File: config.mk
export PLATFORM = sky130hd
export DESIGN_NAME = fifo_serial_chan
export DESIGN_NICKNAME = d
export VERILOG_FILES = /design/src/rtl/fsc_pkg.sv /design/src/rtl/fsc_fifo.sv /design/src/rtl/fsc_tx.sv /design/src/rtl/fsc_rx.sv /design/src/rtl/fifo_serial_chan.sv
export SDC_FILE = /design/constraint.sdc
export NUM_CORES = 1
export LEC_CHECK = 0
export ABC_AREA = 1
export BUFFER_PORTS_ARGS = -buffer_cell sky130_fd_sc_hd__buf_2
export CAP_MARGIN = 25
export CORE_AREA = 3 3 179 181
export CTS_CLUSTER_DIAMETER = 120
export DETAILED_ROUTE_END_ITERATION = 8
export DIE_AREA = 0 0 182 184
export GPL_ROUTABILITY_DRIVEN = 0
export PLACE_DENSITY_LB_ADDON = 0.3
export REMOVE_ABC_BUFFERS = 1
export SLEW_MARGIN = 20
export SYNTH_ARGS = -nofsm -noshare
export SYNTH_HDL_FRONTEND = slang
export SYNTH_SLANG_ARGS = --single-unit
File: constraint.sdc
create_clock -name clk -period 2.2 [get_ports clk]
set_input_delay 0.44 -clock clk [delete_from_list [all_inputs] [get_ports clk]]
set_output_delay 0.44 -clock clk [all_outputs]
set_load 0.1 [all_outputs]
File: src/rtl/fsc_pkg.sv
package fsc_pkg;
  typedef enum logic [1:0] {RX_IDLE, RX_START, RX_DATA, RX_STOP} rx_state_t;

  localparam logic [2:0] A_CTRL = 3'd0;
  localparam logic [2:0] A_TXD  = 3'd1;
  localparam logic [2:0] A_RXD  = 3'd2;
  localparam logic [2:0] A_STAT = 3'd3;
  localparam logic [2:0] A_FCTL = 3'd4;
  localparam logic [2:0] A_CNT  = 3'd5;
  localparam logic [2:0] A_LINE = 3'd6;

  // receive-full threshold: 1, 4, 8, 14
  function automatic logic [4:0] rx_trig_f(input logic [1:0] c);
    case (c)
      2'd0: rx_trig_f = 5'd1;
      2'd1: rx_trig_f = 5'd4;
      2'd2: rx_trig_f = 5'd8;
      default: rx_trig_f = 5'd14;
    endcase
  endfunction

  // transmit-empty threshold: 8, 4, 2, 1
  function automatic logic [4:0] tx_trig_f(input logic [1:0] c);
    tx_trig_f = 5'd8 >> c;
  endfunction

  // flow-control level: 15 for code 0, 1 for code 1, else twice the code
  function automatic logic [4:0] rts_trig_f(input logic [2:0] c);
    if (c == 3'd0)      rts_trig_f = 5'd15;
    else if (c == 3'd1) rts_trig_f = 5'd1;
    else                rts_trig_f = {1'b0, c, 1'b0};
  endfunction
endpackage

File: src/rtl/fsc_fifo.sv
module fsc_fifo #(
  parameter int W     = 8,
  parameter int DEPTH = 16,
  localparam int AW = $clog2(DEPTH),
  localparam int CW = AW + 1
) (
  input  logic          clk,
  input  logic          rst,
  input  logic          flush,
  input  logic          push,
  input  logic [W-1:0]  din,
  input  logic          pop,
  output logic [W-1:0]  dout,
  output logic [CW-1:0] count,
  output logic          full,
  output logic          empty
);
  logic [W-1:0]  mem [DEPTH];
  logic [AW-1:0] wp, rp;
  logic          do_push, do_pop;

  assign full    = (count == CW'(DEPTH));
  assign empty   = (count == '0);
  assign do_push = push & ~full & ~flush;
  assign do_pop  = pop & ~empty & ~flush;
  assign dout    = mem[rp];

  always_ff @(posedge clk)
    if (do_push) mem[wp] <= din;

  always_ff @(posedge clk) begin
    if (rst || flush) begin
      wp <= '0; rp <= '0; count <= '0;
    end else begin
      if (do_push) wp <= (wp == AW'(DEPTH-1)) ? '0 : wp + 1'b1;
      if (do_pop)  rp <= (rp == AW'(DEPTH-1)) ? '0 : rp + 1'b1;
      count <= count + CW'(do_push) - CW'(do_pop);
    end
  end


  no_overflow_chk: assert property (@(posedge clk) disable iff (rst)
    (full && push && !pop && !flush) |=> full);

  flush_empty_chk: assert property (@(posedge clk) disable iff (rst)
    flush |=> empty);
endmodule

File: src/rtl/fsc_tx.sv
module fsc_tx #(
  parameter int CPB = 16,
  localparam int BCW = $clog2(CPB) + 1
) (
  input  logic       clk,
  input  logic       rst,
  input  logic       load,
  input  logic [7:0] data,
  output logic       line,
  output logic       busy,
  output logic       done
);
  logic [8:0]     sh;
  logic [3:0]     bitn;
  logic [BCW-1:0] bcnt;

  always_ff @(posedge clk) begin
    if (rst) begin
      line <= 1'b1; busy <= 1'b0; done <= 1'b0;
      sh <= '1; bitn <= '0; bcnt <= '0;
    end else begin
      done <= 1'b0;
      if (!busy) begin
        if (load) begin
          sh <= {1'b1, data}; line <= 1'b0; busy <= 1'b1;
          bitn <= '0; bcnt <= '0;
        end
      end else if (bcnt == BCW'(CPB-1)) begin
        bcnt <= '0;
        if (bitn == 4'd9) begin
          busy <= 1'b0; done <= 1'b1; line <= 1'b1;
        end else begin
          line <= sh[0];
          sh   <= {1'b1, sh[8:1]};
          bitn <= bitn + 1'b1;
        end
      end else begin
        bcnt <= bcnt + 1'b1;
      end
    end
  end
endmodule

File: src/rtl/fsc_rx.sv
module fsc_rx
  import fsc_pkg::*;
#(
  parameter int CPB = 16,
  localparam int BCW  = $clog2(CPB) + 1,
  localparam int HALF = CPB / 2
) (
  input  logic       clk,
  input  logic       rst,
  input  logic       line,
  output logic       vld,
  output logic [7:0] data,
  output logic       ferr
);
  rx_state_t      st;
  logic           s1, s2, prev;
  logic [7:0]     sh;
  logic [2:0]     bitn;
  logic [BCW-1:0] bcnt;

  always_ff @(posedge clk) begin
    if (rst) begin
      st <= RX_IDLE; s1 <= 1'b1; s2 <= 1'b1; prev <= 1'b1;
      sh <= '0; bitn <= '0; bcnt <= '0;
      vld <= 1'b0; data <= '0; ferr <= 1'b0;
    end else begin
      s1 <= line; s2 <= s1; prev <= s2;
      vld <= 1'b0;
      case (st)
        RX_IDLE:
          if (prev && !s2) begin st <= RX_START; bcnt <= '0; end
        RX_START:
          if (bcnt == BCW'(HALF-1)) begin
            bcnt <= '0; bitn <= '0;
            st <= s2 ? RX_IDLE : RX_DATA;
          end else bcnt <= bcnt + 1'b1;
        RX_DATA:
          if (bcnt == BCW'(CPB-1)) begin
            bcnt <= '0;
            sh   <= {s2, sh[7:1]};
            if (bitn == 3'd7) st <= RX_STOP;
            else bitn <= bitn + 1'b1;
          end else bcnt <= bcnt + 1'b1;
        default:
          if (bcnt == BCW'(CPB-1)) begin
            bcnt <= '0; vld <= 1'b1; data <= sh; ferr <= ~s2;
            st <= RX_IDLE;
          end else bcnt <= bcnt + 1'b1;
      endcase
    end
  end
endmodule

File: src/rtl/fifo_serial_chan.sv
module fifo_serial_chan
  import fsc_pkg::*;
#(
  parameter int DEPTH        = 16,
  parameter int CLKS_PER_BIT = 16,
  localparam int CW = $clog2(DEPTH) + 1
) (
  input  logic        clk,
  input  logic        rst,
  input  logic [2:0]  reg_addr,
  input  logic        reg_wr,
  input  logic        reg_rd,
  input  logic [15:0] reg_wdata,
  output logic [15:0] reg_rdata,
  input  logic        rxd,
  output logic        txd,
  output logic        rts_n
);
  logic [15:0]   ctrl_q, fctl_q;
  logic [7:0]    stat_q, keep, stat_n;
  logic          ovr_q, ovr_set;
  logic          wr_ctrl, wr_txd, wr_stat, wr_fctl, rd_rxd, rd_line;
  logic          te, re, lb, mce;
  logic [CW-1:0] tx_cnt, rx_cnt, rx_trig, tx_trig, rts_trig;
  logic [7:0]    tx_dout, rx_dout, rx_byte;
  logic          tx_full, tx_empty, rx_full, rx_empty;
  logic          tx_load, tx_line, tx_busy, tx_done;
  logic          rx_vld, rx_ferr, rx_in, rdf_n;

  assign wr_ctrl = reg_wr && reg_addr == A_CTRL;
  assign wr_txd  = reg_wr && reg_addr == A_TXD;
  assign wr_stat = reg_wr && reg_addr == A_STAT;
  assign wr_fctl = reg_wr && reg_addr == A_FCTL;
  assign rd_rxd  = reg_rd && reg_addr == A_RXD;
  assign rd_line = reg_rd && reg_addr == A_LINE;

  assign te  = ctrl_q[5];
  assign re  = ctrl_q[4];
  assign lb  = fctl_q[0];
  assign mce = fctl_q[3];
  assign rx_trig  = CW'(rx_trig_f(fctl_q[7:6]));
  assign tx_trig  = CW'(tx_trig_f(fctl_q[5:4]));
  assign rts_trig = CW'(rts_trig_f(fctl_q[10:8]));

  fsc_fifo #(.W(8), .DEPTH(DEPTH)) u_txq (
    .clk(clk), .rst(rst), .flush(fctl_q[2]), .push(wr_txd & ~tx_full),
    .din(reg_wdata[7:0]), .pop(tx_load), .dout(tx_dout), .count(tx_cnt),
    .full(tx_full), .empty(tx_empty));

  fsc_fifo #(.W(8), .DEPTH(DEPTH)) u_rxq (
    .clk(clk), .rst(rst), .flush(fctl_q[1]), .push(rx_vld & re),
    .din(rx_byte), .pop(rd_rxd), .dout(rx_dout), .count(rx_cnt),
    .full(rx_full), .empty(rx_empty));

  assign tx_load = te & ~tx_busy & ~tx_empty & ~fctl_q[2];

  fsc_tx #(.CPB(CLKS_PER_BIT)) u_tx (
    .clk(clk), .rst(rst), .load(tx_load), .data(tx_dout),
    .line(tx_line), .busy(tx_busy), .done(tx_done));

  assign rx_in = lb ? tx_line : rxd;

  fsc_rx #(.CPB(CLKS_PER_BIT)) u_rx (
    .clk(clk), .rst(rst), .line(rx_in), .vld(rx_vld), .data(rx_byte),
    .ferr(rx_ferr));

  assign ovr_set = rx_vld & re & rx_full & ~fctl_q[1];
  assign keep    = wr_stat ? reg_wdata[7:0] : 8'hFF;
  assign rdf_n   = (stat_q[1] & keep[1]) | (rx_cnt >= rx_trig);

  always_comb begin
    stat_n    = 8'h00;
    stat_n[7] = (stat_q[7] & keep[7]) | (rx_vld & re & rx_ferr);
    stat_n[6] = wr_txd ? 1'b0 :
                (stat_q[6] & keep[6]) | (wr_ctrl & ~reg_wdata[5]) |
                (tx_done & tx_empty);
    stat_n[5] = (stat_q[5] & keep[5]) | (tx_cnt <= tx_trig);
    stat_n[3] = (stat_q[3] & keep[3]) | (rx_vld & re & rx_ferr);
    stat_n[1] = rdf_n;
    stat_n[0] = ~rdf_n & ((stat_q[0] & keep[0]) |
                          (rx_cnt != '0 && rx_cnt < rx_trig));
  end

  always_ff @(posedge clk) begin
    if (rst) begin
      ctrl_q <= '0; fctl_q <= '0; stat_q <= 8'h60; ovr_q <= 1'b0;
      rts_n <= 1'b0; txd <= 1'b1; reg_rdata <= '0;
    end else begin
      if (wr_ctrl) ctrl_q <= reg_wdata;
      if (wr_fctl) fctl_q <= reg_wdata;
      stat_q <= stat_n;
      ovr_q  <= ovr_set | (ovr_q & ~rd_line);
      rts_n  <= mce & (rx_cnt >= rts_trig);
      txd    <= lb | tx_line;
      if (reg_rd) begin
        case (reg_addr)
          A_CTRL:  reg_rdata <= ctrl_q;
          A_RXD:   reg_rdata <= rx_empty ? 16'h0 : {8'h00, rx_dout};
          A_STAT:  reg_rdata <= {8'h00, stat_q};
          A_FCTL:  reg_rdata <= fctl_q;
          A_CNT:   reg_rdata <= {3'b000, 5'(tx_cnt), 3'b000, 5'(rx_cnt)};
          A_LINE:  reg_rdata <= {15'h0, ovr_q};
          default: reg_rdata <= 16'h0;
        endcase
      end
    end
  end


  ovr_flag_chk: assert property (@(posedge clk) disable iff (rst)
    ovr_set |=> ovr_q);

  rdf_level_chk: assert property (@(posedge clk) disable iff (rst)
    (rx_cnt >= rx_trig) |=> stat_q[1]);

  dr_set_chk: assert property (@(posedge clk) disable iff (rst)
    (rx_cnt != '0 && rx_cnt < rx_trig) |=> (stat_q[0] ^ stat_q[1]));

  tdfe_level_chk: assert property (@(posedge clk) disable iff (rst)
    (tx_cnt <= tx_trig) |=> stat_q[5]);

  tend_on_disable_chk: assert property (@(posedge clk) disable iff (rst)
    (wr_ctrl && !reg_wdata[5]) |=> stat_q[6]);

  rts_level_chk: assert property (@(posedge clk) disable iff (rst)
    (mce && rx_cnt >= rts_trig) |=> rts_n);
endmodule

-- Word level (Yosys, flattened, before mapping)
Memories as Yosys holds them, arrays and structs flattened. A register that Yosys moved wholly into a read port is not among the register bits.
Index checks and enable logic that the tools add are counted.
- register bits: 137
- memories: 2
- RAM bits: 256
- input bits: 24
- latch bits: 0
- word-level logic and storage cells: 213
- bits in read-only memories: 0
- memories (memory ; words ; width ; rd ports ; clocked after Yosys merged registers in ; wr ports ; RTL line ; source):
    u_rxq.mem ; 16 ; 8 ; 1 ; 1 ; 1 ; fsc_fifo.sv:18 ; logic [W-1:0] mem [DEPTH];
    u_txq.mem ; 16 ; 8 ; 1 ; 1 ; 1 ; fsc_fifo.sv:18 ;
- multiplexer cells: 56
- add/sub/neg operators: 12
- shift-type cells: 1
- reductions and logical operators: 30
- bitwise gates (word level): 49
- eq/ne operators: 29
- multipliers: 0
- magnitude comparators: 4
- div/mod/pow operators: 0
- operators with widths (kind ; number):
    $pmux W16 S6 ; 1
    $mux W4 ; 14
    $mux W9 ; 4
    $mux W5 ; 6
    $and A1 B1 Y1 ; 27
    $add A4 B1 Y4 const B ; 5
    $eq A4 B4 Y1 const B ; 5
    $mux W1 ; 16
    $mux W8 ; 2
    $not A1 Y1 ; 13
    $eq A3 B3 Y1 const B ; 4
    $mux W2 ; 6
    $pmux W4 S3 ; 1
    $add A5 B1 Y5 ; 2
    $add A5 B1 Y5 const B ; 2
    $eq A5 B4 Y1 const B ; 2
    $eq A5 B5 Y1 const B ; 2
    $ge A5 B5 Y1 ; 2
    $logic_not A5 Y1 ; 2
    $pmux W5 S2 ; 1
    $sub A5 B1 Y5 ; 2
    $mux W3 ; 3
    $or A1 B1 Y1 ; 9
    $logic_and A1 B1 Y1 ; 8
    26 further kinds ; 42

-- Depth between registers and ports, before layout
Gate-level depths: netlist (run 1).
- word-level depth: 8
- depth in mapped cells: 16
- mapped depth without buffers: 16

-- By module
From an unflattened synthesis (run 1), not the netlist that was laid out.
- cell total of the unflattened synthesis: 1971
- area, all modules: 17810.8 sq um
- by module, submodules not included (module ; area an instance (sq um) ; instances ; cells an instance):
    fsc_fifo (u_txq) ; 6292.3 ; 1 ; 614
    fsc_fifo (u_rxq) ; 6264.8 ; 1 ; 614
    fifo_serial_chan ; 2944.1 ; 1 ; 426
    fsc_rx ; 1335.0 ; 1 ; 181
    fsc_tx ; 974.7 ; 1 ; 136

-- Least setup slack after synthesis (run 1)
No wires, ideal clock.
- path kind: flip-flop to flip-flop
- start point: register u_txq.count[2]
- end point: register u_txq.count[4]
- period minus slack after synthesis: 2361 ps
- required time: 2072 ps
- arrival time: 2233 ps
- cell stages (with the launch flop): 15
- setup slack: -161 ps
- buffers on the path: 0
- setup time: 128 ps
- cells stage by stage: dfxtp_1 inv_1 ha_1 nand4_1 nand2_1 inv_2 ha_1 inv_1 ha_1 inv_1 fa_1 nor3_1 a211oi_1 o21ai_0 a21oi_1
- longest elaborated chain between the ends: 7
- RTL lines (element ; RTL line ; source):
    start, declared ; fsc_fifo.sv:14 ; output logic [CW-1:0] count,
    start signal, assigned ; fsc_fifo.sv:37 ; count <= count + CW'(do_push) - CW'(do_pop);
    $eq A5 B5 Y1 / $logic_not A5 Y1 (equally long branches) ; fsc_fifo.sv:22, fsc_fifo.sv:23 ;
    $not A1 Y1 (on tied branches) ; -- ;
    $and A1 B1 Y1 (on tied branches) ; fifo_serial_chan.sv:46, fifo_serial_chan.sv:55 ;
    $and A1 B1 Y1 (on tied branches) ; fsc_fifo.sv:24, fifo_serial_chan.sv:55 ;
    $and A1 B1 Y1 (on tied branches) ; fsc_fifo.sv:24, fsc_fifo.sv:25 ;
    $add A5 B1 Y5 / $and A1 B1 Y1 (equally long branches) ; fsc_fifo.sv:37, fsc_fifo.sv:25 ;
    $sub A5 B1 Y5 * ; fsc_fifo.sv:37 ;
Mark *: on every way between the ends. The rest lies on a longest branch, timed or not.
A chain may end at the register's enable or synchronous reset.

-- Worst setup path after layout (run 1)
- start point: register u_rxq.count[2]
- end point: register u_rxq.count[4]
- RTL lines (element ; RTL line ; source):
    start, declared ; fsc_fifo.sv:14 ;
    start signal, assigned ; fsc_fifo.sv:37 ;
    $logic_not A5 Y1 ; fsc_fifo.sv:23 ; assign empty = (count == '0);
    $not A1 Y1 ; fsc_fifo.sv:25 ; assign do_pop = pop & ~empty & ~flush;
    $and A1 B1 Y1 (2 in series) ; fsc_fifo.sv:25 ;
    net u_rxq.do_pop ; fsc_fifo.sv:20 ; logic do_push, do_pop;
    $sub A5 B1 Y5 ; fsc_fifo.sv:37 ;
The timed path passes the listed nets, and every way through them passes these cells.

==> impl_metrics.py, run 1 <==
metrics = {
    "power_and_ir_drop": {
        "combPwrFrac": 0.115,
        "p_sw_mw": 4.00,
        "intPower_mw": 12.6,
        "power.total_mw": 16.6,
        "sequentialPowerShare": 0.489,
        "clock_power_share": 0.396,
        "peakVddDrop_mv": 0.762,
        "switching_share": 0.240,
        "pwr_density_cell_nw_per_um2": 838,
        "power.leakage_nw": 7.91,
    },
    "clock_tree": {
        "htreeDepth": 2,
        "cts_sinks": 398,
        "insertion_delay_ps": 540,
        "cts_tree": "built",
        "cts_hold_buf": 0,
        "cts-root-buf": "clkbuf_16",
        "numCtsBuffers": 40,
        "cts_buffer_depth": 3,
        "clk_pin_slew_worst_paths_ps": 60,
    },
    "run_status": {
        "status": "complete, but fails checks",
        "violations": "setup timing",
    },
    "synth": {
        "synth_cell_types": 41,
        "yosysTopAreaCellShare": 0.450,
        "syn_inst": 1781,
        "synth_common_cells": "316 x nand2_1, 256 x edfxtp_1, 218 x inv_1, 199 x nor2_1, 154 x o21ai_0",
        "async_flop_share": 0,
        "ys.flop_type": "edfxtp_1",
        "synth-edff-count": 256,
        "ys_seq_area_frac": 0.616,
        "syn_avg_cell_area_um2": 9.60,
        "yosysMostFrequentCell": "nand2_1",
        "netlist_area_um2": 17100,
        "ys_seq_elements": 398,
        "yosys_warnings": 0,
        "post-synth-top-area-cell": "edfxtp_1",
        "synth_area_leaders": "edfxtp_1 45%, dfxtp_1 17%, nand2_1 6.9%, inv_1 4.8%, o21ai_0 4.5%",
    },
    "finish": {
        "n_antenna_cell": 0,
        "syn_to_final_growth_pct": 16.1,
        "nNetsFinal": 1984,
        "nFillCells": 2381,
        "drive_gt1_frac": 0.145,
    },
    "drt": {
        "via_per_inst": 5.57,
        "firstDrtPassIters": 5,
        "postRouteAntennaNets": 0,
        "drc": 0,
        "drt_wl_total_mm": 40.9,
        "post_drt_wl_per_cell_um": 17.5,
        "dr.first_iter.drc_count": 1415,
        "vias": 13000,
    },
    "floorplan": {
        "initial_core_util": 0.559,
        "fp.dieW_um": 182,
        "rows": 64,
        "die_height_um": 184,
        "die_area_um2": 33500,
        "io_pins": 42,
        "core_area_um2": 30600,
    },
    "grt": {
        "grt_usage": 0.241,
        "antenna_found_initial": 0,
        "grt_overflow_total": 0,
        "grt_start_max_net_pins": 70,
        "grt_pass1_wl_mm": 64.7,
        "first_global_vias": 12400,
    },
    "sta": {
        "relSlewSlack": 0.453,
        "worst_slack_ps": -72.4,
        "rsz0062_at_grt": "yes",
        "worst_pin_slew_ps": 819,
        "drv_slew": 0,
        "fin_crit_ps": 2270,
        "finalCritPeriodShare": 1.03,
        "final-hold-violation-count": 0,
        "setup_viol": 2,
        "clock.fmax_ghz": 0.440,
        "tns_ps": -73.8,
        "fin_skew_ps": 30.7,
    },
    "worst_setup_path": {
        "r2r_end": "u_rxq.count[4]",
        "cp-start-kind": "flop",
        "critPathMaxFanout": 4,
        "crit_arrival_ps": 2740,
        "reg2reg_slack_ps": -70,
        "critPathCaptureType": "flop",
        "r2r_cells": 16,
        "r2r-start": "u_rxq.count[2]",
        "crit_required_ps": 2670,
        "crit_type": "flop to flop",
    },
    "job": {
        "max_cap_viol_count": 0,
    },
    "min_path": {
        "hold_path.startpoint": "reg_wdata[9]",
        "hold_depth": 3,
        "hold_path_end": "ctrl_q[9]",
        "min_path_type": "input port to flop",
    },
    "place": {
        "portBuffers": 41,
        "place_hpwl_mm": 26.3,
    },
}
==> registers in the layout, summed over array words and instances, names as in the netlist, 2 cells and up, named ones only <==
| name | cells |
|---|---|
| ctrl_q | 16 |
| u_rxq.wp | 4 |
| u_rx.bitn | 3 |
| u_rxq.mem | 128 |
| u_rx.bcnt | 5 |
| u_tx.bcnt | 5 |
| u_txq.mem | 128 |
| u_rxq.count | 5 |
| u_rx.data | 8 |
| u_txq.wp | 4 |
| fctl_q | 16 |
| u_tx.sh | 8 |
| u_tx.bitn | 4 |
| u_rx.sh | 8 |
| stat_q | 6 |
| u_rxq.rp | 4 |
| u_txq.count | 5 |
| u_txq.rp | 4 |
| u_rx.st | 2 |
| reg_rdata | 16 |
==> kinds of logic (layout without fill, tap and decap cells) <==
kind of cell    count (synthesis)  count (layout)  synth area share
simple gates                  691             691             0.169
flops                         398             398             0.616
compound gates                332             332             0.106
buf+inv                       305             465            0.0692
fa+ha+maj                      48              48            0.0360
xor+xnor                        7               7           0.00359
==> how the worst max path moves through the flow <==
stage	slack, ps	cells after the start	start	endpoint
global route	-200	16	u_rxq.count[3]	u_rxq.count[4]
detailed placement	-260	16	u_rxq.count[2]	u_rxq.count[4]
global placement	-190	16	u_rxq.count[2]	u_rxq.count[4]
floorplan	-570	10	flop	reg_rdata[7]
CTS	-80	16	u_rxq.count[2]	u_rxq.count[4]
finish	-70	16	u_rxq.count[2]	u_rxq.count[4]
==> cell usage in the layout, fill, tap and decap left out, types with 3 or more instances in the layout <==
cell type / count
nand3_1: 139
ha_4: 5
ha_1: 40
buf_12: 3
dfxtp_2: 6
nand2_1: 311
buf_2: 41
nor2_1: 196
xnor2_1: 3
clkbuf_1: 9
clkinv_1: 7
xor2_1: 3
o21ai_1: 12
o22ai_1: 14
clkinv_2: 7
nand2_2: 6
clkbuf_16: 40
a21oi_1: 102
inv_1: 210
nand4_1: 4
dfxtp_1: 136
inv_2: 17
edfxtp_1: 256
bufinv_16: 3
o221ai_1: 7
buf_4: 117
nor3_1: 12
a211oi_1: 3
nor2_2: 4
clkbuf_8: 3
o21ai_0: 151
or2_2: 4
o211ai_1: 31
==> metal layers <==
layer | wire [um] | GRT usage
met1 | 17200 | 0.332
met2 | 19300 | 0.390
met3 | 3120 | 0.0457
met4 | 1290 | 0.0820
met5 | 0 | 0
==> layout make-up <==
type | instances | area [um^2] | share of cell area
flip-flops and latches | 398 | 10500 | 0.531
clock buffers | 53 | 1080 | 0.0545
inverters | 232 | 876 | 0.0441
well taps | 396 | 495 | 0.0250
repair buffers | 162 | 1150 | 0.0582
multi-input cells | 1078 | 5530 | 0.278
clock inverters | 18 | 181 | 0.00914
==> timing repair <==
item,in CTS,in global routing
resized for setup,24,25
pin swaps,8,13
setup buffers,22,5
setup endpoints to repair,5,7
==> stage by stage <==
step	instances	hold slack, ps	utilization	instance area [um^2]	setup slack, ps
floorplan	1708	389	-	16800	-570
global placement	2243	395	0.597	18300	-192
detailed placement	2243	399	0.597	18300	-261
CTS	2336	135	0.646	19800	-81.2
global route	2337	155	0.649	19900	-199
finish	2337	149	0.649	19900	-72.4
==> power by group through the flow <==
stage / clock, mW / combinational, mW / sequential, mW
after floorplan: 0 / 0.813 / 8.37
after global placement: 0 / 1.42 / 8.27
after detailed placement: 0 / 1.46 / 8.27
after CTS: 6.67 / 1.79 / 8.12
after global routing: 6.99 / 2.11 / 8.14
final: 6.60 / 1.92 / 8.13
==> worst max-delay path: stages, from the launching register on <==
cell	delay, ps
dfxtp_2	340
inv_4	80
ha_4	160
nand2_4	60
nor2_4	110
nand2_2	70
nand2_2	80
nor3_4	40
ha_1	290
inv_2	40
ha_4	150
fa_2	360
nand2_2	80
a21oi_2	50
nor2_2	90
o21ai_1	70
a21oi_1	130
Note: power is estimated with default switching activity, not from simulation.
==> inputs of run 2 (changes only) <==
--- a/config.mk
+++ b/config.mk
@@ -5,13 +5,13 @@
 export SDC_FILE = /design/constraint.sdc
 export NUM_CORES = 1
 export LEC_CHECK = 0
-export ABC_AREA = 1
+export ABC_AREA = 0
 export BUFFER_PORTS_ARGS = -buffer_cell sky130_fd_sc_hd__buf_2
 export CAP_MARGIN = 25
-export CORE_AREA = 3 3 179 181
+export CORE_AREA = 3 3 177 179
 export CTS_CLUSTER_DIAMETER = 120
 export DETAILED_ROUTE_END_ITERATION = 8
-export DIE_AREA = 0 0 182 184
+export DIE_AREA = 0 0 180 182
 export GPL_ROUTABILITY_DRIVEN = 0
 export PLACE_DENSITY_LB_ADDON = 0.3
 export REMOVE_ABC_BUFFERS = 1
==> run 2 against run 1 <==
Effect of this change: the run still ends with setup timing left; global-route usage is 1.8 points lower; clock power is 5.3% higher; worst hold slack worse by 4.4 ps; total power is 0.82% lower; sequential power is 0.6% lower; flip-flop and latch count stayed put; worst setup slack worse by 390 ps; non-clock buffer count is 3 lower; core utilization is 1.6 points higher; synthesized area is 2.6% lower; largest cell class unchanged; largest power group unchanged.
==> impl_metrics.py, run 2 <==
metrics = {
    "grt": {
        "antenna_found_initial": 0,
        "grt_pass1_wl_mm": 57.9,
        "grt_overflow_total": 0,
        "grt_usage": 0.224,
        "first_global_vias": 10600,
        "grt_start_max_net_pins": 63,
    },
    "clock_tree": {
        "htreeDepth": 2,
        "cts_sinks": 398,
        "cts-root-buf": "clkbuf_16",
        "insertion_delay_ps": 550,
        "cts_hold_buf": 0,
        "numCtsBuffers": 41,
        "clk_pin_slew_worst_paths_ps": 60,
        "cts_tree": "built",
        "cts_buffer_depth": 3,
    },
    "worst_setup_path": {
        "crit_required_ps": 2630,
        "critPathMaxFanout": 2,
        "r2r_cells": 15,
        "crit_type": "flop to flop",
        "cp-start-kind": "flop",
        "critPathCaptureType": "flop",
        "critPathMaxStageDelay_ps": 470,
        "cp_cell_sequence": "inv_2 -> ha_4 -> or4b_4 -> nand3_4 -> or3_4 -> inv_2 -> ha_4 -> inv_2 -> ha_4 -> fa_2 -> a21oi_2 -> nor2_1 -> nor2_1 -> xnor2_1 -> nor2_1",
        "crit_arrival_ps": 3100,
        "cp_slowest_cell": "or4b_4",
    },
    "sta": {
        "relSlewSlack": 0.463,
        "rsz0062_at_grt": "yes",
        "setup_viol": 30,
        "worst_slack_ps": -467,
        "tns_ps": -2330,
        "drv_slew": 0,
        "worst_pin_slew_ps": 805,
        "clock.fmax_ghz": 0.375,
        "fin_skew_ps": 27.4,
        "finalCritPeriodShare": 1.21,
        "fin_crit_ps": 2670,
        "final-hold-violation-count": 0,
    },
    "synth": {
        "ys_seq_elements": 398,
        "yosysMostFrequentCell": "edfxtp_1",
        "yosys_warnings": 0,
        "netlist_area_um2": 16700,
        "synth-edff-count": 256,
        "syn_avg_cell_area_um2": 13.7,
        "ys_seq_area_frac": 0.632,
        "post-synth-top-area-cell": "edfxtp_1",
        "yosysTopAreaCellShare": 0.461,
        "synth_common_cells": "256 x edfxtp_1, 142 x dfxtp_1, 141 x nand2_1, 88 x nor2_1, 84 x a21oi_1",
        "synth_area_leaders": "edfxtp_1 46%, dfxtp_1 17%, mux4_2 5.5%, mux4_1 3.5%, ha_1 3.5%",
        "synth_cell_types": 72,
        "async_flop_share": 0,
        "syn_inst": 1215,
        "ys.flop_type": "edfxtp_1",
    },
    "power_and_ir_drop": {
        "sequentialPowerShare": 0.490,
        "peakVddDrop_mv": 0.833,
        "power.leakage_nw": 6.83,
        "p_sw_mw": 3.77,
        "combPwrFrac": 0.090,
        "intPower_mw": 12.7,
        "switching_share": 0.228,
        "clock_power_share": 0.421,
        "pwr_density_cell_nw_per_um2": 836,
    },
    "job": {
        "max_cap_viol_count": 0,
    },
    "finish": {
        "nNetsFinal": 1423,
        "final_common_cell": "edfxtp_1",
        "reg_top3": "u_rxq.mem: 128 flops, u_txq.mem: 128 flops",
        "syn_to_final_growth_pct": 18.6,
        "n_antenna_cell": 0,
        "drive_gt1_frac": 0.259,
        "multi_input_area_um2": 5960,
        "mostFrequentLayoutCells": "256 x edfxtp_1, 136 x nand2_1, 134 x dfxtp_1",
        "nFillCells": 2024,
        "stdcell_count": 1774,
        "register_area_um2": 10500,
    },
    "drt": {
        "postRouteAntennaNets": 0,
        "post_drt_wl_per_cell_um": 20.9,
        "drt_wl_total_mm": 37.1,
        "firstDrtPassIters": 5,
        "dr.first_iter.drc_count": 875,
        "vias": 10500,
        "via_per_inst": 5.93,
        "drc": 0,
    },
    "min_path": {
        "hold_depth": 3,
        "min_path_type": "input port to flop",
    },
    "floorplan": {
        "rows": 63,
        "initial_core_util": 0.561,
        "fp.dieW_um": 180,
        "core_area_um2": 29700,
        "die_area_um2": 32800,
        "io_pins": 42,
        "die_height_um": 182,
    },
    "place": {
        "place_hpwl_mm": 23.6,
        "dp.cells": 1685,
        "portBuffers": 41,
    },
    "run_status": {
        "violations": "setup timing",
        "status": "complete, but fails checks",
    },
}
[run 2: cell count changes after synthesis, moves of 22 or more]
cell,delta
mux4_2,+41
nand3_1,-118
nand2_1,-175
inv_1,-186
o211ai_1,-27
o21ai_0,-136
mux4_1,+22
nor2_1,-111
a22oi_1,+30
[run 2: timing repair]
item                                    CTS  global route
setup buffers                             9             9
hold endpoints to repair                  0             0
endpoints found under the setup margin  136           216
pin swaps                                20            29
resized for setup                        39            74
[run 2: power by group through the flow]
stage                     combinational (mW)  clock, mW  sequential [mW]
after global routing                    1.62       7.36             8.09
after CTS                               1.40       7.05             8.08
after global placement                  1.26          0             8.22
after floorplan                        0.695          0             8.30
after detailed placement                1.29          0             8.23
final                                   1.48       6.95             8.08
[run 2: worst paths after layout]
kind | from | slack, ps | to
worst max-delay path | u_rxq.count[3] | -470 | u_rxq.count[4]
worst min-delay path | reg_wdata[8] | 140 | fctl_q[8]
worst max register to register | u_rxq.count[3] | -470 | u_rxq.count[4]
worst min register to register | u_rx.s1 | 430 | u_rx.s2
[run 2: cells by family (layout without fill, tap and decap cells)]
group                    count (synthesis)  after routing  share of synthesized area
AND/OR/NAND/NOR                        339            339                     0.0966
buffers and inverters                  100            269                     0.0284
adder cells (fa/ha/maj)                 48             48                     0.0370
multiplexers                            90             90                      0.107
AO/OA/AOI/OAI                          221            221                     0.0885
flip-flops                             398            398                      0.632
XOR/XNOR                                19             19                    0.00999
[run 2: final cells by class]
type                    instances  area share
inverters                      34     0.00659
repair buffers                159      0.0641
clock buffers                  51      0.0554
well taps                     390      0.0247
multi-input cells             717       0.302
flip-flops and latches        398       0.534
clock inverters                25      0.0139
[run 2: per-layer routing]
| metal | up-vias | GRT usage | share of wire |
|---|---|---|---|
| met5 | - | 0 | 0 |
| li1 | 4864 | - | - |
| met1 | 5268 | 0.304 | 0.43 |
| met2 | 321 | 0.372 | 0.49 |
| met4 | 0 | 0.0662 | 0.024 |
| met3 | 60 | 0.0407 | 0.062 |
[run 2: stage by stage]
stage | setup WS, ps | hold slack (ps) | util | total power, mW | instance area (um^2)
after global placement | -516 | 400 | 0.601 | 9.48 | 17900
after CTS | -462 | 132 | 0.654 | 16.5 | 19400
after global routing | -607 | 142 | 0.665 | 17.1 | 19800
after floorplan | -667 | 389 | - | 8.99 | 16300
after detailed placement | -569 | 397 | 0.601 | 9.51 | 17900
final | -467 | 145 | 0.665 | 16.5 | 19800
[run 2: critical path, delay by kind of cell, from the launching register on]
| kind | cells | cell delay (ps) |
|---|---|---|
| flops | 1 | 320 |
| buf+inv | 3 | 150 |
| fa+ha+maj | 4 | 890 |
| xor+xnor | 1 | 150 |
| compound gates | 1 | 140 |
| simple gates | 6 | 900 |
==> inputs of run 3 (changes only) <==
--- a/config.mk
+++ b/config.mk
@@ -8,10 +8,10 @@
 export ABC_AREA = 0
 export BUFFER_PORTS_ARGS = -buffer_cell sky130_fd_sc_hd__buf_2
 export CAP_MARGIN = 25
-export CORE_AREA = 3 3 177 179
+export CORE_AREA = 3 3 171 173
 export CTS_CLUSTER_DIAMETER = 120
 export DETAILED_ROUTE_END_ITERATION = 8
-export DIE_AREA = 0 0 180 182
+export DIE_AREA = 0 0 174 176
 export GPL_ROUTABILITY_DRIVEN = 0
 export PLACE_DENSITY_LB_ADDON = 0.3
 export REMOVE_ABC_BUFFERS = 1
==> constraint.sdc (replaced) <==
create_clock -name clk -period 3.03 [get_ports clk]
set_input_delay 0.606 -clock clk [delete_from_list [all_inputs] [get_ports clk]]
set_output_delay 0.606 -clock clk [all_outputs]
set_load 0.1 [all_outputs]
==> run 3 against run 2 <==
Effect of this change: count of clock-buffer cells in the layout is 4 higher; core utilization is 1.2 points higher; cell count is 3.9% lower; sequential power is 27% lower; register-to-register slack better by 710 ps; clock skew is 5.3 ps lower; largest cell class unchanged; the run now ends clean; global-route usage is 1.4 points higher; combinational power is 43% lower; critical path depth stayed put; critical path type unchanged; sequential share of layout area is 2.7 points higher.
==> impl_metrics.py, run 3 (synthesized netlist as in run 2, its figures left out) <==
metrics = {
    "finish": {
        "final_common_cell": "edfxtp_1",
        "nNetsFinal": 1366,
        "drive_gt1_frac": 0.185,
        "nFillCells": 1956,
        "multi_input_area_um2": 5660,
        "mostFrequentLayoutCells": "256 x edfxtp_1, 141 x nand2_1, 140 x dfxtp_1",
        "register_area_um2": 10500,
        "syn_to_final_growth_pct": 12.8,
        "n_antenna_cell": 0,
        "stdcell_count": 1704,
        "reg_top3": "u_rxq.mem: 128 flops, u_txq.mem: 128 flops",
        "final_area_um2": 18800,
        "utilization": 0.676,
    },
    "sta": {
        "drv_slew": 0,
        "fin_skew_ps": 22.1,
        "worst_slack_ps": 241,
        "final-hold-violation-count": 0,
        "rsz0062_at_grt": "no",
        "worst_pin_slew_ps": 851,
        "whs_ps": 328,
        "relSlewSlack": 0.430,
        "setup_viol": 0,
        "tns_ps": 0,
        "finalCritPeriodShare": 0.920,
        "fin_crit_ps": 2790,
        "clock.fmax_ghz": 0.359,
    },
    "grt": {
        "grt_usage": 0.238,
        "grt_pass1_wl_mm": 57.1,
        "antenna_found_initial": 0,
        "grt_overflow_total": 0,
        "grt_start_max_net_pins": 48,
        "first_global_vias": 10200,
    },
    "drt": {
        "post_drt_wl_per_cell_um": 21.1,
        "drt_wl_total_mm": 36.0,
        "via_per_inst": 5.99,
        "postRouteAntennaNets": 0,
        "firstDrtPassIters": 5,
        "dr.first_iter.drc_count": 951,
        "drc": 0,
        "vias": 10200,
    },
    "floorplan": {
        "die_height_um": 176,
        "rows": 61,
        "initial_core_util": 0.600,
        "fp.dieW_um": 174,
        "core_area_um2": 27800,
        "die_area_um2": 30600,
        "io_pins": 42,
    },
    "place": {
        "dp.cells": 1630,
        "portBuffers": 41,
        "place_hpwl_mm": 23.1,
        "place_ws_ps": 139,
        "placed_area_um2": 17500,
    },
    "worst_setup_path": {
        "reg2reg_slack_ps": 240,
        "critPathBufInv": 3,
        "crit_type": "flop to flop",
        "cp_cell_sequence": "inv_1 -> ha_1 -> or4b_4 -> nand3_4 -> or3_4 -> inv_1 -> ha_1 -> inv_1 -> ha_1 -> fa_2 -> a21oi_1 -> nor2_1 -> nor2_1 -> xnor2_1 -> nor2_1",
        "critPathMaxFanout": 4,
        "r2r-start": "u_rxq.count[2]",
        "cp_slowest_cell": "or4b_4",
        "crit_required_ps": 3430,
        "cp-start-kind": "flop",
        "r2r_cells": 15,
        "crit_arrival_ps": 3190,
        "critPathCaptureType": "flop",
        "r2r_end": "u_rxq.count[4]",
        "critPathMaxStageDelay_ps": 480,
        "crit_family": "adder cells",
    },
    "clock_tree": {
        "cts_buffer_depth": 3,
        "cts_tree": "built",
        "numCtsBuffers": 40,
        "cts_sinks": 398,
        "insertion_delay_ps": 530,
        "cts-root-buf": "clkbuf_16",
        "clk_pin_slew_worst_paths_ps": 60,
        "htreeDepth": 2,
    },
    "min_path": {
        "hold_depth": 3,
        "hold_path_end": "ctrl_q[12]",
        "hold_path.startpoint": "reg_wdata[12]",
        "min_path_type": "input port to flop",
    },
    "job": {
        "max_cap_viol_count": 0,
    },
    "run_status": {
        "status": "finished clean",
    },
    "power_and_ir_drop": {
        "power.total_mw": 11.6,
        "peakVddDrop_mv": 0.567,
        "pwr_density_cell_nw_per_um2": 617,
        "power.leakage_nw": 6.46,
    },
}
-- run 3: cell types whose count changed in the layout (fill, tap and decap cells not counted), moves of 9 or more --
cell | previous run | this run
buf_4 | 88 | 62
inv_1 | 22 | 32
nor2_1 | 75 | 88
buf_6 | 24 | 0
inv_2 | 11 | 2
nor2_2 | 10 | 0
-- run 3: power breakdown --
group          internal, mW  switching (mW)
Combinational         0.346           0.492
Sequential             5.81          0.0635
Clock                  2.88            2.00
-- run 3: worst max-delay path by stage --
stage              startpoint        endpoint  slack, ps  depth (start not counted)
2_1_floorplan     reg_addr[2]  u_rxq.count[4]         70                         13
3_3_place_gp      reg_addr[2]  u_rxq.count[4]        180                         15
3_5_place_dp      reg_addr[2]  u_rxq.count[4]        140                         15
4_1_cts        u_rxq.count[2]  u_rxq.count[4]        140                         15
5_1_grt        u_rxq.count[2]  u_rxq.count[4]         60                         15
6_report       u_rxq.count[2]  u_rxq.count[4]        240                         15
-- run 3: area by class of cell --
class	count	area share
flip-flops and latches	398	0.560
clock inverters	19	0.00952
multi-input cells	717	0.301
repair buffers	103	0.0365
inverters	34	0.00679
clock buffers	55	0.0601
well taps	378	0.0252
-- run 3: worst min-delay path, cell delays in order --
cell and delay [ps]:
buf_2 110, nand2_1 50, a21oi_1 50
-- run 3: routing by layer --
layer,global-route usage,wire length [um],vias to the layer above
li1,-,-,4743
met1,0.336,15400,5055
met2,0.386,17200,344
met3,0.0424,2490,66
met4,0.0687,947,0
met5,0,0,-
-- run 3: timing repair --
| action | CTS | global route |
|---|---|---|
| setup buffers | 0 | 0 |
| hold buffers | 0 | 0 |
| endpoints found under the setup margin | 0 | 1 |
| gates resized for setup | 0 | 2 |
